### src/rtl/pwmbank_pkg.sv
package pwmbank_pkg;
    typedef enum logic [1:0] {
        REG_LO   = 2'd0,
        REG_HI   = 2'd1,
        REG_CTRL = 2'd2,
        REG_ACK  = 2'd3
    } reg_sel_e;

    localparam int CTRL_MODE_BIT = 0;
    localparam int CTRL_EN_BIT   = 1;
    localparam int CTRL_MASK_BIT = 2;
    localparam int CTRL_W        = 3;
    localparam int WORDS_PER_CH  = 4;
endpackage

### src/rtl/pwm_bus_decode.sv
module pwm_bus_decode
    import pwmbank_pkg::*;
#(
    parameter int NCH = 4,
    parameter int AW  = 5
) (
    input  logic [AW-1:0]  addr,
    input  logic           wr,
    input  logic           rd,
    output logic [NCH-1:0] ch_hit,
    output logic [NCH-1:0] ch_wr,
    output logic [NCH-1:0] ch_ack,
    output logic [1:0]     reg_sel,
    output logic           status_hit
);
    localparam int CHW = AW - 2;

    logic [CHW-1:0] ch_field;
    logic           in_bank;

    assign ch_field   = addr[AW-1:2];
    assign reg_sel    = addr[1:0];
    assign in_bank    = (addr < AW'(NCH * WORDS_PER_CH));
    assign status_hit = (addr == AW'(NCH * WORDS_PER_CH));

    for (genvar g = 0; g < NCH; g++) begin : g_dec
        assign ch_hit[g] = in_bank && (ch_field == CHW'(g));
        assign ch_wr[g]  = wr && ch_hit[g];
        assign ch_ack[g] = rd && ch_hit[g] && (reg_sel == REG_ACK);
    end
endmodule

### src/rtl/pwm_chan.sv
module pwm_chan
    import pwmbank_pkg::*;
#(
    parameter int CW = 32,
    parameter int DW = 32
) (
    input  logic          clk,
    input  logic          rst_n,
    input  logic          wr_en,
    input  logic [1:0]    reg_sel,
    input  logic [CW-1:0] wdata,
    input  logic          ack_rd,
    output logic [DW-1:0] rd_word,
    output logic          pwm_o,
    output logic          irq_o
);
    typedef struct packed {
        logic [CW-1:0] lo;
        logic [CW-1:0] hi;
        logic          mode_pwm;
        logic          en;
        logic          mask;
        logic [CW-1:0] cnt;
        logic          run;
        logic          phase_hi;
        logic          out;
        logic          pend;
    } chan_st_t;

    chan_st_t s_d, s_q;
    logic     tc;

    always_comb begin
        s_d = s_q;
        if (wr_en) begin
            case (reg_sel)
                REG_LO:   s_d.lo = wdata;
                REG_HI:   s_d.hi = wdata;
                REG_CTRL: begin
                    s_d.mode_pwm = wdata[CTRL_MODE_BIT];
                    s_d.en       = wdata[CTRL_EN_BIT];
                    s_d.mask     = wdata[CTRL_MASK_BIT];
                end
                default: ;
            endcase
        end

        tc = s_q.run && s_d.en && (s_q.cnt == '0);

        if (!s_d.en) begin
            s_d.run      = 1'b0;
            s_d.cnt      = '0;
            s_d.phase_hi = 1'b0;
            s_d.out      = 1'b0;
        end else if (!s_q.run) begin
            s_d.run      = 1'b1;
            s_d.cnt      = s_d.lo;
            s_d.phase_hi = 1'b0;
            s_d.out      = 1'b0;
        end else if (tc) begin
            if (s_d.mode_pwm && !s_q.phase_hi) begin
                s_d.cnt      = s_d.hi;
                s_d.phase_hi = 1'b1;
                s_d.out      = 1'b1;
            end else if (s_d.mode_pwm) begin
                s_d.cnt      = s_d.lo;
                s_d.phase_hi = 1'b0;
                s_d.out      = 1'b0;
            end else begin
                s_d.cnt      = s_d.lo;
                s_d.phase_hi = 1'b0;
                s_d.out      = ~s_q.out;
            end
        end else begin
            s_d.cnt = s_q.cnt - CW'(1);
        end

        if (ack_rd) s_d.pend = 1'b0;
        if (tc)     s_d.pend = 1'b1;
    end

    always_ff @(posedge clk or negedge rst_n) begin
        if (!rst_n) s_q <= '0;
        else        s_q <= s_d;
    end

    assign pwm_o = s_q.out;
    assign irq_o = s_q.pend && !s_q.mask;

    always_comb begin
        case (reg_sel)
            REG_LO:   rd_word = DW'(s_q.lo);
            REG_HI:   rd_word = DW'(s_q.hi);
            REG_CTRL: rd_word = DW'({s_q.mask, s_q.en, s_q.mode_pwm});
            default:  rd_word = DW'(irq_o);
        endcase
    end

    // output holds while the counter is between terminal counts
    a_r3_hold_mid_phase: assert property (@(posedge clk) disable iff (!rst_n)
        (s_q.run && s_q.cnt != '0 && !wr_en) |=> $stable(pwm_o));

    // every terminal count flips the output
    a_r4_tc_flips_output: assert property (@(posedge clk) disable iff (!rst_n)
        (s_q.run && s_q.cnt == '0 && !wr_en) |=> (pwm_o != $past(pwm_o)));

    // terminal count leaves the flag pending
    a_r5_tc_sets_pending: assert property (@(posedge clk) disable iff (!rst_n)
        (s_q.run && s_q.cnt == '0 && !wr_en) |=> s_q.pend);

    // an acknowledge read without a terminal count clears the flag
    a_r6_ack_clears: assert property (@(posedge clk) disable iff (!rst_n)
        (ack_rd && !(s_q.run && s_q.cnt == '0)) |=> !s_q.pend);

    // a control write with enable clear stops the channel, output low
    a_r8_stop_forces_low: assert property (@(posedge clk) disable iff (!rst_n)
        (wr_en && reg_sel == REG_CTRL && !wdata[CTRL_EN_BIT]) |=> (!pwm_o && !s_q.run));
endmodule

### src/rtl/pwm_timer_bank.sv
module pwm_timer_bank
    import pwmbank_pkg::*;
#(
    parameter int NCH = 4,
    parameter int CW  = 32,
    parameter int DW  = 32,
    localparam int AW = $clog2(NCH * WORDS_PER_CH + 1)
) (
    input  logic           clk,
    input  logic           rst_n,
    input  logic [AW-1:0]  bus_addr,
    input  logic           bus_wr,
    input  logic [DW-1:0]  bus_wdata,
    input  logic           bus_rd,
    output logic [DW-1:0]  bus_rdata,
    output logic [NCH-1:0] pwm_o,
    output logic [NCH-1:0] irq_o,
    output logic           irq_any_o
);
    logic [NCH-1:0] ch_hit, ch_wr, ch_ack;
    logic [1:0]     reg_sel;
    logic           status_hit;
    logic [DW-1:0]  words [NCH];

    pwm_bus_decode #(.NCH(NCH), .AW(AW)) u_dec (
        .addr       (bus_addr),
        .wr         (bus_wr),
        .rd         (bus_rd),
        .ch_hit     (ch_hit),
        .ch_wr      (ch_wr),
        .ch_ack     (ch_ack),
        .reg_sel    (reg_sel),
        .status_hit (status_hit)
    );

    for (genvar g = 0; g < NCH; g++) begin : g_ch
        pwm_chan #(.CW(CW), .DW(DW)) u_chan (
            .clk     (clk),
            .rst_n   (rst_n),
            .wr_en   (ch_wr[g]),
            .reg_sel (reg_sel),
            .wdata   (bus_wdata[CW-1:0]),
            .ack_rd  (ch_ack[g]),
            .rd_word (words[g]),
            .pwm_o   (pwm_o[g]),
            .irq_o   (irq_o[g])
        );
    end

    assign irq_any_o = |irq_o;

    always_comb begin
        bus_rdata = '0;
        if (bus_rd) begin
            if (status_hit) bus_rdata = DW'(irq_o);
            for (int i = 0; i < NCH; i++) begin
                if (ch_hit[i]) bus_rdata = words[i];
            end
        end
    end

    // the combined line is high exactly when some channel line is high
    a_r9_any_matches: assert property (@(posedge clk) disable iff (!rst_n)
        irq_any_o == ($countones(irq_o) != 0));

    // at most one channel is acknowledged by one read
    a_r6_single_ack: assert property (@(posedge clk) disable iff (!rst_n)
        $onehot0(ch_ack));
endmodule

### config.mk
export PLATFORM = sky130hd
export DESIGN_NAME = pwm_timer_bank
export DESIGN_NICKNAME = d
export VERILOG_FILES = /design/src/rtl/pwmbank_pkg.sv /design/src/rtl/pwm_bus_decode.sv /design/src/rtl/pwm_chan.sv /design/src/rtl/pwm_timer_bank.sv
export SDC_FILE = /design/constraint.sdc
export NUM_CORES = 1
export LEC_CHECK = 0
export ABC_AREA = 1
export BUFFER_PORTS_ARGS = -buffer_cell sky130_fd_sc_hd__buf_2
export CAP_MARGIN = 25
export CELL_PAD_IN_SITES_DETAIL_PLACEMENT = 1
export CELL_PAD_IN_SITES_GLOBAL_PLACEMENT = 2
export CORE_ASPECT_RATIO = 2
export CORE_MARGIN = 10
export CORE_UTILIZATION = 35
export DETAILED_ROUTE_END_ITERATION = 7
export GPL_ROUTABILITY_DRIVEN = 1
export PLACE_DENSITY_LB_ADDON = 0.2
export RECOVER_POWER = 50
export SLEW_MARGIN = 0
export SYNTH_ARGS = -nofsm -noshare
export SYNTH_HDL_FRONTEND = slang
export SYNTH_HIERARCHICAL = 1
export SYNTH_SLANG_ARGS = --single-unit
export TNS_END_PERCENT = 30
### constraint.sdc
create_clock -name clk -period 2.8 [get_ports clk]
set_clock_uncertainty 0.15 [all_clocks]
set_input_delay 0.56 -clock clk [delete_from_list [all_inputs] [get_ports clk]]
set_output_delay 0.56 -clock clk [all_outputs]
set_load 0.01 [all_outputs]
==> results.py <==
metrics = {
    "logic_synthesis": {
        "synth_warnings": 6,
        "yosysSeqAreaShare_pct": 40.33,
        "ys_ff_latch": 408,
        "yosys-top-cells-area": "dfrtp_1 (40%), nand2_1 (16%), inv_1 (8.4%)",
        "syn_avg_cell_area_um2": 6.829,
        "synthesis.nets": 3752,
        "syn-cell-area_mm2": 0.02531,
        "synthCells": 3707,
        "synth_largest_area_cell": "dfrtp_1",
        "synth_edf_count": 0,
        "synthArstFlopShare_pct": 100.0,
        "ys_types": 37,
        "synth_top_area_share_pct": 40.33,
        "ys.flop_type": "dfrtp_1",
    },
    "clock_network": {
        "cts_tree": "yes",
        "numCtsBuffers": 44,
        "clock_path_buffers": 3,
        "clk_latency_ns": 0.59,
        "cts.sinks": 408,
        "ctsRootBufferMaster": "clkbuf_16",
        "htreeDepth": 2,
        "clk_pin_slew_ns": 0.06,
    },
    "detailed_routing": {
        "drc": 0,
        "firstDrtPassIters": 5,
        "ant_nets": 0,
        "drt_first_iter_violations": 1355,
        "via_per_inst": 5.206,
        "routed_wl_mm": 115.3,
        "wl_per_cell_um": 23.84,
        "vias": 25180,
    },
    "sta": {
        "timing_worst_slew_pin_value_ns": 1.568,
        "fin_crit_sh_pct": 104.2,
        "layout_setup_ws_ns": -0.1165,
        "setup_viol": 12,
        "finalHoldViolations": 0,
        "fin_crit_ns": 2.917,
        "rsz0062_at_grt": "yes",
        "slew_headroom_pct": -4.561,
        "drv_slew": 46,
        "max_freq_ghz": 0.3429,
    },
    "die": {
        "dieArea_mm2": 0.08414,
        "ios": 82,
        "die_w_um": 210.2,
        "initial_core_util_pct": 35.24,
        "die_height_um": 400.3,
        "core-area_mm2": 0.07183,
        "num_rows": 139,
    },
    "global_route": {
        "grt_pass1_wl_mm": 174.0,
        "grt_max_degree": 65,
        "antenna_found_initial": 3,
        "grt_usage_pct": 27.25,
        "grt_overflow": 0,
        "first_global_vias": 27330,
    },
    "pwr": {
        "power_w": 0.02357,
        "p_per_area_mw_per_mm2": 781.3,
        "max-vdd-ir-drop_uv": 572.4,
        "p_leak_nw": 14.66,
    },
    "setup_path": {
        "crit_top_cell": "buf_6",
        "start_kind": "input port",
        "critPathMaxFanout": 5,
        "crit_type": "input port to primary output",
        "crit_path_end_kind": "primary output",
        "crit_family": "compound AO/OA/AOI/OAI gates",
        "crit_arrival_ns": 2.21,
        "crit_slowest_cell": "o211ai_1",
        "path_cells": "buf_12 > buf_8 > nor2_4 > inv_2 > buf_6 > buf_6 > o22ai_2 > o211ai_1 > a21oi_2 > buf_2",
        "worstPathRequired_ns": 2.09,
        "slowest_delay_ns": 0.73,
        "crit_buf_inv": 6,
    },
    "placed_design": {
        "portBuffers": 81,
        "dp_cells": 4746,
        "globalplace.congestion": 0.9970,
        "hpwlAfterDp_mm": 90.46,
        "dpl_cell_area_mm2": 0.02807,
        "place_ws_ns": -0.5074,
    },
    "outcome": {
        "violations": "max-capacitance violations, max-slew violations, negative setup slack",
        "outcome": "complete, but fails checks",
    },
    "finish": {
        "final_layout_size_suffix_gt1_share_pct": 14.59,
        "final_net_count": 3935,
        "syn2layout_area_growth_pct": 19.16,
        "instances_no_fill": 4837,
        "final_cell_mix": "nand2_1 (1085), inv_1 (548), dfrtp_1 (407)",
        "n_antenna_cell": 0,
        "final_area_mm2": 0.03017,
        "final_common_cell": "nand2_1",
    },
    "job": {
        "maxCapViolCount": 1,
    },
    "hold_path": {
        "hold_class": "input port to register",
    },
}
[worst paths after layout]
check / from / end / slack [ns] / cells after the start
setup / recovery: bus_addr[0] / bus_rdata[9] / -0.12 / 10
hold / removal: bus_wdata[7] / g_ch[3].u_chan/s_q[46] / 0.25 / 3
setup reg to reg: g_ch[3].u_chan/s_q[4] / g_ch[3].u_chan/s_q[35] / 0.29 / 11
hold reg to reg: g_ch[0].u_chan/s_q[2] / g_ch[0].u_chan/s_q[2] / 0.36 / 2
max in group asynchronous: rst_n / g_ch[2].u_chan/s_q[75] / 0.17 / 3
min in group asynchronous: rst_n / g_ch[1].u_chan/s_q[24] / 0.70 / 2
[synthesized netlist by cell type, types with 5 or more instances]
library cell  number
a21oi_1          190
clkbuf_1          57
inv_1            566
or2_2              5
o22ai_1          112
nand3_2            6
nor2_2            17
o211ai_1          31
o21bai_1           9
dfrtp_1          408
buf_6             24
a21oi_2            9
o21ai_0          395
nand3_1           76
o221ai_1           5
nand2_2           20
o21ai_1          146
buf_2             67
xor2_1            78
xnor2_1            9
clkbuf_2          10
nand4_1           15
nand2_1         1094
inv_2             23
nor2_1           285
buf_4             20
[sequential cells by signal, indices dropped and copies added, names as in the netlist]
register / cells
g_ch.u_chan/pwm_o: 4
g_ch.u_chan/s_q: 404
[worst min-delay path: stages]
cell and delay (ns):
buf_2 0.22, nand2_1 0.11, nand2_1 0.06
[per-stage QoR]
step           setup TNS, ns  utilization (%)  hold slack, ns
3_3_place_gp          -7.726            39.08          0.3189
4_1_cts              -0.3295            41.79          0.2025
3_5_place_dp          -8.061            39.08          0.3393
2_1_floorplan              0                -          0.1144
6_report             -0.5052            42.00          0.2495
5_1_grt               -5.773            42.00          0.2639
[layer usage]
layer | vias to the layer above | wire length [µm] | track usage, %
li1 | 12010 | - | -
met1 | 12450 | 43350 | 29.59
met2 | 512 | 60710 | 49.83
met3 | 216 | 3719 | 2.824
met4 | 2 | 7536 | 16.05
met5 | - | 13 | 0
[kinds of logic (layout without fill, tap and decap cells)]
logic type / count (synthesis) / in the layout / synth area share (%)
compound gates: 909 / 909 / 19.40
fa+ha+maj: 4 / 4 / 0.1977
xor+xnor: 87 / 87 / 3.010
simple gates: 1525 / 1525 / 23.91
buf+inv: 774 / 988 / 13.15
flops: 408 / 408 / 40.33
[layout make-up]
type,instances,area [µm²]
sequential,408,10210
clock buffer,65,1331
fill,9178,41660
inverter,591,2230
timing repair buffer,320,2863
tap,916,1146
clock inverter,12,118.9
multi-input combinational,2525,12270
[timing repair]
action                                  in CTS  in global routing
pin swaps                                   26                 19
endpoints found under the setup margin      31                 32
gates cloned                                 2                  0
gates resized for setup                    100                 60
endpoints found under the hold margin       36                  0
hold buffers                                 1                  0
setup buffers                                5                  7
[report_power, final]
group / switching, W / internal [W] / leakage, nW
Clock: 0.00263 / 0.00347 / 0.722
Combinational: 0.00579 / 0.00293 / 9.38
Sequential: 0.00125 / 0.00749 / 4.56
Note: power is estimated with default switching activity, not from simulation.
